--- config.mk ---
export PLATFORM = sky130hd
export DESIGN_NAME = lin_wake_filter
export DESIGN_NICKNAME = d
export VERILOG_FILES = /design/src/rtl/lin_wake_pkg.sv /design/src/rtl/lin_wake_arm.sv /design/src/rtl/lin_wake_timer.sv /design/src/rtl/lin_wake_filter.sv
export SDC_FILE = /design/constraint.sdc
export NUM_CORES = 1
export LEC_CHECK = 0
export ABC_AREA = 1
export BUFFER_PORTS_ARGS = -buffer_cell sky130_fd_sc_hd__buf_2
export CELL_PAD_IN_SITES_DETAIL_PLACEMENT = 1
export CELL_PAD_IN_SITES_GLOBAL_PLACEMENT = 2
export CORE_MARGIN = 2
export CORE_UTILIZATION = 30
export DETAILED_ROUTE_END_ITERATION = 16
export GPL_ROUTABILITY_DRIVEN = 0
export GPL_TIMING_DRIVEN = 0
export PLACE_DENSITY_LB_ADDON = 0.1
export REMOVE_ABC_BUFFERS = 1
export SLEW_MARGIN = 10
export SYNTH_ARGS = -nofsm -noshare
export SYNTH_HDL_FRONTEND = slang
export SYNTH_SLANG_ARGS = --single-unit
export TNS_END_PERCENT = 5
--- constraint.sdc ---
create_clock -name clk_i -period 1.9 [get_ports clk_i]
set_clock_uncertainty 0.2 [all_clocks]
set_input_delay 0.19 -clock clk_i [delete_from_list [all_inputs] [get_ports clk_i]]
set_output_delay 0.19 -clock clk_i [all_outputs]
set_load 0.05 [all_outputs]
--- src/rtl/lin_wake_pkg.sv ---
package lin_wake_pkg;

  typedef enum logic [1:0] {
    BUS_REC   = 2'd0,
    BUS_DOM   = 2'd1,
    BUS_SPLIT = 2'd2
  } bus_lvl_e;

  // prewake high = below threshold, bus high = recessive
  function automatic bus_lvl_e bus_classify(input logic prewake, input logic bus);
    if (prewake && !bus)      return BUS_DOM;
    else if (!prewake && bus) return BUS_REC;
    else                      return BUS_SPLIT;
  endfunction

endpackage

--- src/rtl/lin_wake_arm.sv ---
module lin_wake_arm (
  input  logic clk_i,
  input  logic rst_ni,
  input  logic sleep_i,
  input  logic silent_i,
  input  logic txd_i,
  input  logic fire_i,
  output logic lp_o,
  output logic armed_o,
  output logic active_o
);

  logic lp_q;
  logic en;

  assign lp_o = sleep_i | silent_i;
  // silent needs TXD high, sleep ignores TXD
  assign en   = sleep_i | (silent_i & txd_i);

  always_ff @(posedge clk_i or negedge rst_ni) begin
    if (!rst_ni) begin
      lp_q    <= 1'b0;
      armed_o <= 1'b0;
    end else begin
      lp_q <= lp_o;
      if (!lp_o)             armed_o <= 1'b0;
      else if (!lp_q)        armed_o <= 1'b1;
      else if (fire_i)       armed_o <= 1'b0;
    end
  end

  assign active_o = armed_o & en;

endmodule

--- src/rtl/lin_wake_timer.sv ---
module lin_wake_timer #(
  parameter int unsigned FILT_TICKS = 100
) (
  input  logic clk_i,
  input  logic rst_ni,
  input  logic clr_i,
  input  logic step_i,
  output logic qualified_o
);

  localparam int unsigned CNT_W = $clog2(FILT_TICKS + 1);
  localparam logic [CNT_W-1:0] CNT_MAX = CNT_W'(FILT_TICKS);

  logic [CNT_W-1:0] cnt_q;

  always_ff @(posedge clk_i or negedge rst_ni) begin
    if (!rst_ni)                          cnt_q <= '0;
    else if (clr_i)                       cnt_q <= '0;
    else if (step_i && cnt_q != CNT_MAX)  cnt_q <= cnt_q + 1'b1;
  end

  assign qualified_o = (cnt_q == CNT_MAX);


  sat_hold_chk: assert property (@(posedge clk_i) disable iff (!rst_ni)
    (cnt_q == CNT_MAX && !clr_i) |=> cnt_q == CNT_MAX);


  clr_zero_chk: assert property (@(posedge clk_i) disable iff (!rst_ni)
    clr_i |=> cnt_q == '0);

endmodule

--- src/rtl/lin_wake_filter.sv ---
module lin_wake_filter #(
  parameter int unsigned FILT_TICKS = 100
) (
  input  logic clk_i,
  input  logic rst_ni,
  input  logic tick_us_i,
  input  logic sleep_i,
  input  logic silent_i,
  input  logic txd_i,
  input  logic prewake_i,
  input  logic bus_i,
  output logic wake_o
);
  import lin_wake_pkg::*;

  bus_lvl_e lvl;
  logic     dom, rel;
  logic     lp, armed, active;
  logic     qualified;
  logic     fire;

  assign lvl = bus_classify(prewake_i, bus_i);
  assign dom = (lvl == BUS_DOM);
  assign rel = (lvl == BUS_REC);

  lin_wake_arm u_arm (
    .clk_i    (clk_i),
    .rst_ni   (rst_ni),
    .sleep_i  (sleep_i),
    .silent_i (silent_i),
    .txd_i    (txd_i),
    .fire_i   (fire),
    .lp_o     (lp),
    .armed_o  (armed),
    .active_o (active)
  );

  lin_wake_timer #(.FILT_TICKS(FILT_TICKS)) u_timer (
    .clk_i       (clk_i),
    .rst_ni      (rst_ni),
    .clr_i       (!active || rel),
    .step_i      (active && dom && tick_us_i),
    .qualified_o (qualified)
  );

  // declare only on the recessive return after a qualified phase
  assign fire = active & rel & qualified;

  always_ff @(posedge clk_i or negedge rst_ni) begin
    if (!rst_ni) wake_o <= 1'b0;
    else         wake_o <= fire;
  end


  one_cycle_chk: assert property (@(posedge clk_i) disable iff (!rst_ni)
    wake_o |=> !wake_o);


  qual_chk: assert property (@(posedge clk_i) disable iff (!rst_ni)
    wake_o |-> $past(qualified));


  disarm_chk: assert property (@(posedge clk_i) disable iff (!rst_ni)
    wake_o |-> !armed);


  awake_chk: assert property (@(posedge clk_i) disable iff (!rst_ni)
    !lp |=> !wake_o);


  silent_txd_chk: assert property (@(posedge clk_i) disable iff (!rst_ni)
    (silent_i && !sleep_i && !txd_i) |=> !wake_o);

endmodule

# After elaboration in Yosys (flattened, before gate mapping)
# Cells that the tools add are included.
[classes]
shifts = 0
eq_ne = 4
mux = 7
multipliers = 0
bitwise = 6
reduce_logical = 11
addsub = 1
magnitude_cmp = 0
div_mod_pow = 0
[ops]
columns = ["op", "n"]
rows = [
  ["$mux W7", 2],
  ["$add A7 B1 Y7 const B", 1],
  ["$eq A7 B7 Y1 const B", 1],
  ["$ne A7 B7 Y1 const B", 1],
  ["$logic_and A1 B1 Y1", 5],
  ["$and A1 B1 Y1", 4],
  ["$mux W2", 2],
  ["$logic_not A1 Y1", 3],
  ["$mux W1", 3],
  ["$ne A3 B3 Y1 const B", 1],
  ["$eq A2 B1 Y1 const B", 1],
  ["$logic_not A2 Y1", 1],
  ["$or A1 B1 Y1", 2],
  ["$reduce_bool A2 Y1", 1],
  ["$logic_or A1 B1 Y1", 1],
]
[word_totals]
n_memories = 0
romBits = 0
mem_bits_rw = 0
input_bits = 8
latch_bits = 0
word_cells = 33
reg_bits = 10

# Logic depth before layout (Yosys ltp)
[logic_depth]
word_depth = 10
ltp_mapped = 9
depth_no_buf = 9

# By module
# A second synthesis with hierarchy kept.
[unflattened]
hier_cells = 88
area_unflattened_um2 = 628.1
[by_module_without_submodules]
columns = ["module", "seq_area_each_um2", "n_inst", "area_per_inst_um2", "cells_each"]
rows = [
  ["lin_wake_timer", 175.2, 1, 484.2, 69],
  ["lin_wake_arm", 50.0, 1, 85.1, 9],
  ["lin_wake_filter", 25.0, 1, 58.8, 10],
]

# Worst setup path after synthesis
# OpenSTA, ideal clock, no wires.
[synth_path]
path_type = "register to register"
from = "reg u_timer.cnt_q[0]"
to = "reg u_timer.cnt_q[3]"
required_time_ns = 1.583
arrival_time_ns = 1.083
path_stages_with_launch = 10
slack_ns = 0.499
path_cell_list = "dfrtp_1 > inv_1 > ha_1 > nand3_1 > nor2_2 > nor2_4 > nand2_1 > nand2_1 > inv_1 > nor2_2"
[synth_between]
elab_chain_cells = 3
word_cells_on_any_way = 6
classes_between = "add/sub: 1; eq/ne: 1; mux: 2; reduce/logical: 2"
[synth_rtl]
columns = ["element", "line", "rtl"]
rows = [
  ["from (decl)", "lin_wake_timer.sv:14", "logic [CNT_W-1:0] cnt_q;"],
  ["from (signal assigned)", "lin_wake_timer.sv:19", "else if (step_i && cnt_q != CNT_MAX) cnt_q <= cnt_q + 1'b1;"],
  ["$add A7 B1 Y7 / $ne A7 B7 Y1 (equally long branches)", "lin_wake_timer.sv:19", ""],
  ["$mux W7 / $logic_and A1 B1 Y1 (equally long branches)", "lin_wake_timer.sv:19", ""],
  ["$mux W7 / $reduce_bool A2 Y1 (equally long branches)", "n/a", ""],
]
# Parallel ways exist; a longest one is shown, timed or not. The select of a mux whose other input is x is not followed.
# A chain may end at the register's enable or synchronous reset.

# Worst setup path after layout
[layout_path]
from = "in sleep_i"
to = "reg u_arm.lp_q"
[layout_between]
elab_chain_cells = 1
[layout_rtl]
columns = ["element", "line", "rtl"]
rows = [
  ["from (decl)", "lin_wake_filter.sv:7", "input logic sleep_i,"],
  ["$or A1 B1 Y1", "lin_wake_arm.sv:16", "assign lp_o = sleep_i | silent_i;"],
  ["named net lp", "lin_wake_filter.sv:18", "logic lp, armed, active;"],
  ["to (signal assigned)", "lin_wake_arm.sv:25", "lp_q <= lp_o;"],
  ["to (decl)", "lin_wake_arm.sv:13", "logic lp_q;"],
]
# The timed path passes the listed nets, and every way through them passes these cells.

==> reports/qor.yml <==
die-area_sq_um: 2540
clock_power_share_pct: 42.4
grt_antenna_before_repair: 0
r2r_slack_ns: 0.31
ys_ff_latch: 10
hold_class: "primary input to flip-flop"
cp-startpoint: "sleep_i"
finalHoldViolCount: 0
end_kind: "flip-flop"
synthCells: 90
regToRegEndpoint: "u_timer.cnt_q[3]"
drive_above_1_share_pct: 25.7
drt-initial-drc-count: 1
combPwrFrac_pct: 10.6
max_cap_viol_count: 0
synth_area_sq_um: 647
worstSetupPathType: "primary input to flip-flop"
synth_largest_area_cell: "dfrtp_1"
overflow: 0
path_clk_slew_ns: 0.07
post-route-period-util_pct: 84.2
wire_per_inst_microns: 11.5
grt_max_degree: 11
final-max-slew-violation-count: 0
die_y_microns: 50.4
io_pins: 9
coreArea_sq_um: 2000
drc: 0
postCtsHoldBufs: 3
start_util_pct: 32.3
rsz0062_at_grt: "no"
h-tree-depth: 1
p_leak_uw: 0.000407
power_switching_uw: 115
worstSetupStartpointType: "primary input"
min_from: "silent_i"
cts_setup_buffers: 0
cts_buffers: 3
tritoncts: "done"
insertion_delay_ns: 0.27
synth.area.top_cells: "dfrtp_1, nand2_1, nand3_1"
ys_seq_area_share_pct: 38.7
grt_pass1_wl_mm: 2.82
period_minus_slack_ns: 1.60
outcome: "completed"
p_int_uw: 354
max_freq_mhz: 625
routed_wl_mm: 1.52
vias: 605
dp_hpwl_mm: 1.16
total_power_uw: 468
setup_viol: 0
cts_sinks: 10
postRouteAntennaNets: 0
dr.pass1.iters: 4
fin_nets: 116
critPathArrivalTime_ns: 1.57
worst_slew_pin_slew_ns: 0.403
cts_buffer_depth: 2
switching_share_pct: 24.5
p_per_area_nw_per_um2: 595
sequentialPowerShare_pct: 47.0
multiInputGateArea_sq_um: 325
postSynthAreaPerCell_sq_um: 7.19
tns_ns: 0
fillers: 261
r2r_start: "u_timer.cnt_q[0]"
syn2layout_area_growth_pct: 21.7
seq_area_sq_um: 250
cts_root_buf: "clkbuf_4"
cts-resized-gates: 0
min_path_cells: 3
first_global_vias: 651
die_w_microns: 50.4
antenna_cells: 0
via_per_inst: 4.58
grt_usage_pct: 15.0
hold_end: "u_arm.armed_o"
synth_cell_types: 16
ys.warnings.count: 0
port_buffers: 8
synth_top_area_share_pct: 38.7
worstPathRequired_ns: 1.87
std_cell_rows: 16
slew_headroom_pct: 73.1
path_max_fanout: 2
vdd_ir_drop_max_v: 0.000258
reg2reg_depth: 9
## per-stage QoR
step | setup slack (ns) | cells | hold slack (ns) | util (%) | instance area (sq um)
2_1_floorplan | 0.499 | 90 | -0.306 | - | 647
3_3_place_gp | 0.329 | 125 | -0.130 | 36.0 | 721
3_5_place_dp | 0.326 | 125 | -0.128 | 36.0 | 721
4_1_cts | 0.297 | 132 | 0.00279 | 39.3 | 787
5_1_grt | 0.145 | 132 | 0.0474 | 39.3 | 787
6_report | 0.301 | 132 | 0.00802 | 39.3 | 787
## state kept, by name, summed over array words and instances, names as in the netlist
signal         cells
u_arm.armed_o      1
wake_o             1
u_arm.lp_q         1
u_timer.cnt_q      7
## layer usage
metal / track usage (%) / part of all wire, % / vias up / wire (microns)
li1: - / - / 304 / -
met1: 19.1 / 48 / 287 / 739
met2: 23.9 / 47 / 9 / 715
met3: 3.57 / 2.5 / 5 / 38
met4: 6.76 / 2.0 / 0 / 30
met5: 0 / 0 / - / 0
## how the worst max path moves through the flow
| stage | endpoint | slack [ns] | cells after the start |
|---|---|---|---|
| after global routing | u_timer.cnt_q[3] | 0.15 | 9 |
| after detailed placement | u_timer.cnt_q[5] | 0.33 | 8 |
| after global placement | u_timer.cnt_q[5] | 0.33 | 8 |
| final | u_arm.lp_q | 0.30 | 5 |
| after CTS | u_arm.lp_q | 0.30 | 5 |
| after floorplan | u_timer.cnt_q[3] | 0.50 | 9 |
## power by group through the flow
stage | clock network, uW | registers [uW] | logic (uW)
detailed placement | 0 | 224 | 46.2
floorplan | 0 | 224 | 26.2
finish | 198 | 220 | 49.8
global route | 217 | 221 | 57.3
global placement | 0 | 224 | 44.8
CTS | 208 | 220 | 51.0
## synth_stat cells
master and count:
dfrtp_1 10, nand2_4 1, nor2_2 5, nor2_1 11, nor2_4 1, nand3b_4 1
a21oi_1 1, o21ai_2 1, nand3_1 12, nor3_2 1, ha_1 2, nand2_1 22
inv_1 15, o21ai_1 2, a21oi_2 1, inv_2 4
## critical path, cell delays in order
cell           delay (ns)
dlygate4sd3_1        0.53
buf_2                0.12
nor2_1               0.12
dlygate4sd3_1        0.57
inv_1                0.04
## kinds of logic (layout without fill, tap and decap cells)
logic type / count (synthesis) / in the layout / synth area share [%]
buf+inv: 19 / 34 / 11.0
flops: 10 / 10 / 38.7
simple gates: 54 / 54 / 41.4
compound gates: 5 / 5 / 5.03
fa+ha+maj: 2 / 2 / 3.87
## cell usage in the layout, fill, tap and decap left out
cell type	count
a21oi_1	1
a21oi_2	1
buf_2	8
clkbuf_4	3
clkbuf_8	1
dfrtp_1	10
dlygate4sd3_1	3
ha_1	2
inv_1	15
inv_2	4
nand2_1	22
nand2_4	1
nand3_1	12
nand3b_4	1
nor2_1	11
nor2_2	5
nor2_4	1
nor3_2	1
o21ai_1	2
o21ai_2	1
## final cells by class
class                           instances  area share, %
Multi-Input combinational cell         61           41.3
Sequential cell                        10           31.8
Inverter                               19           9.06
Timing Repair Buffer                   11           8.90
Clock buffer                            4           4.61
Tap cell                               27           4.29
(Power assumes the default switching activity.)
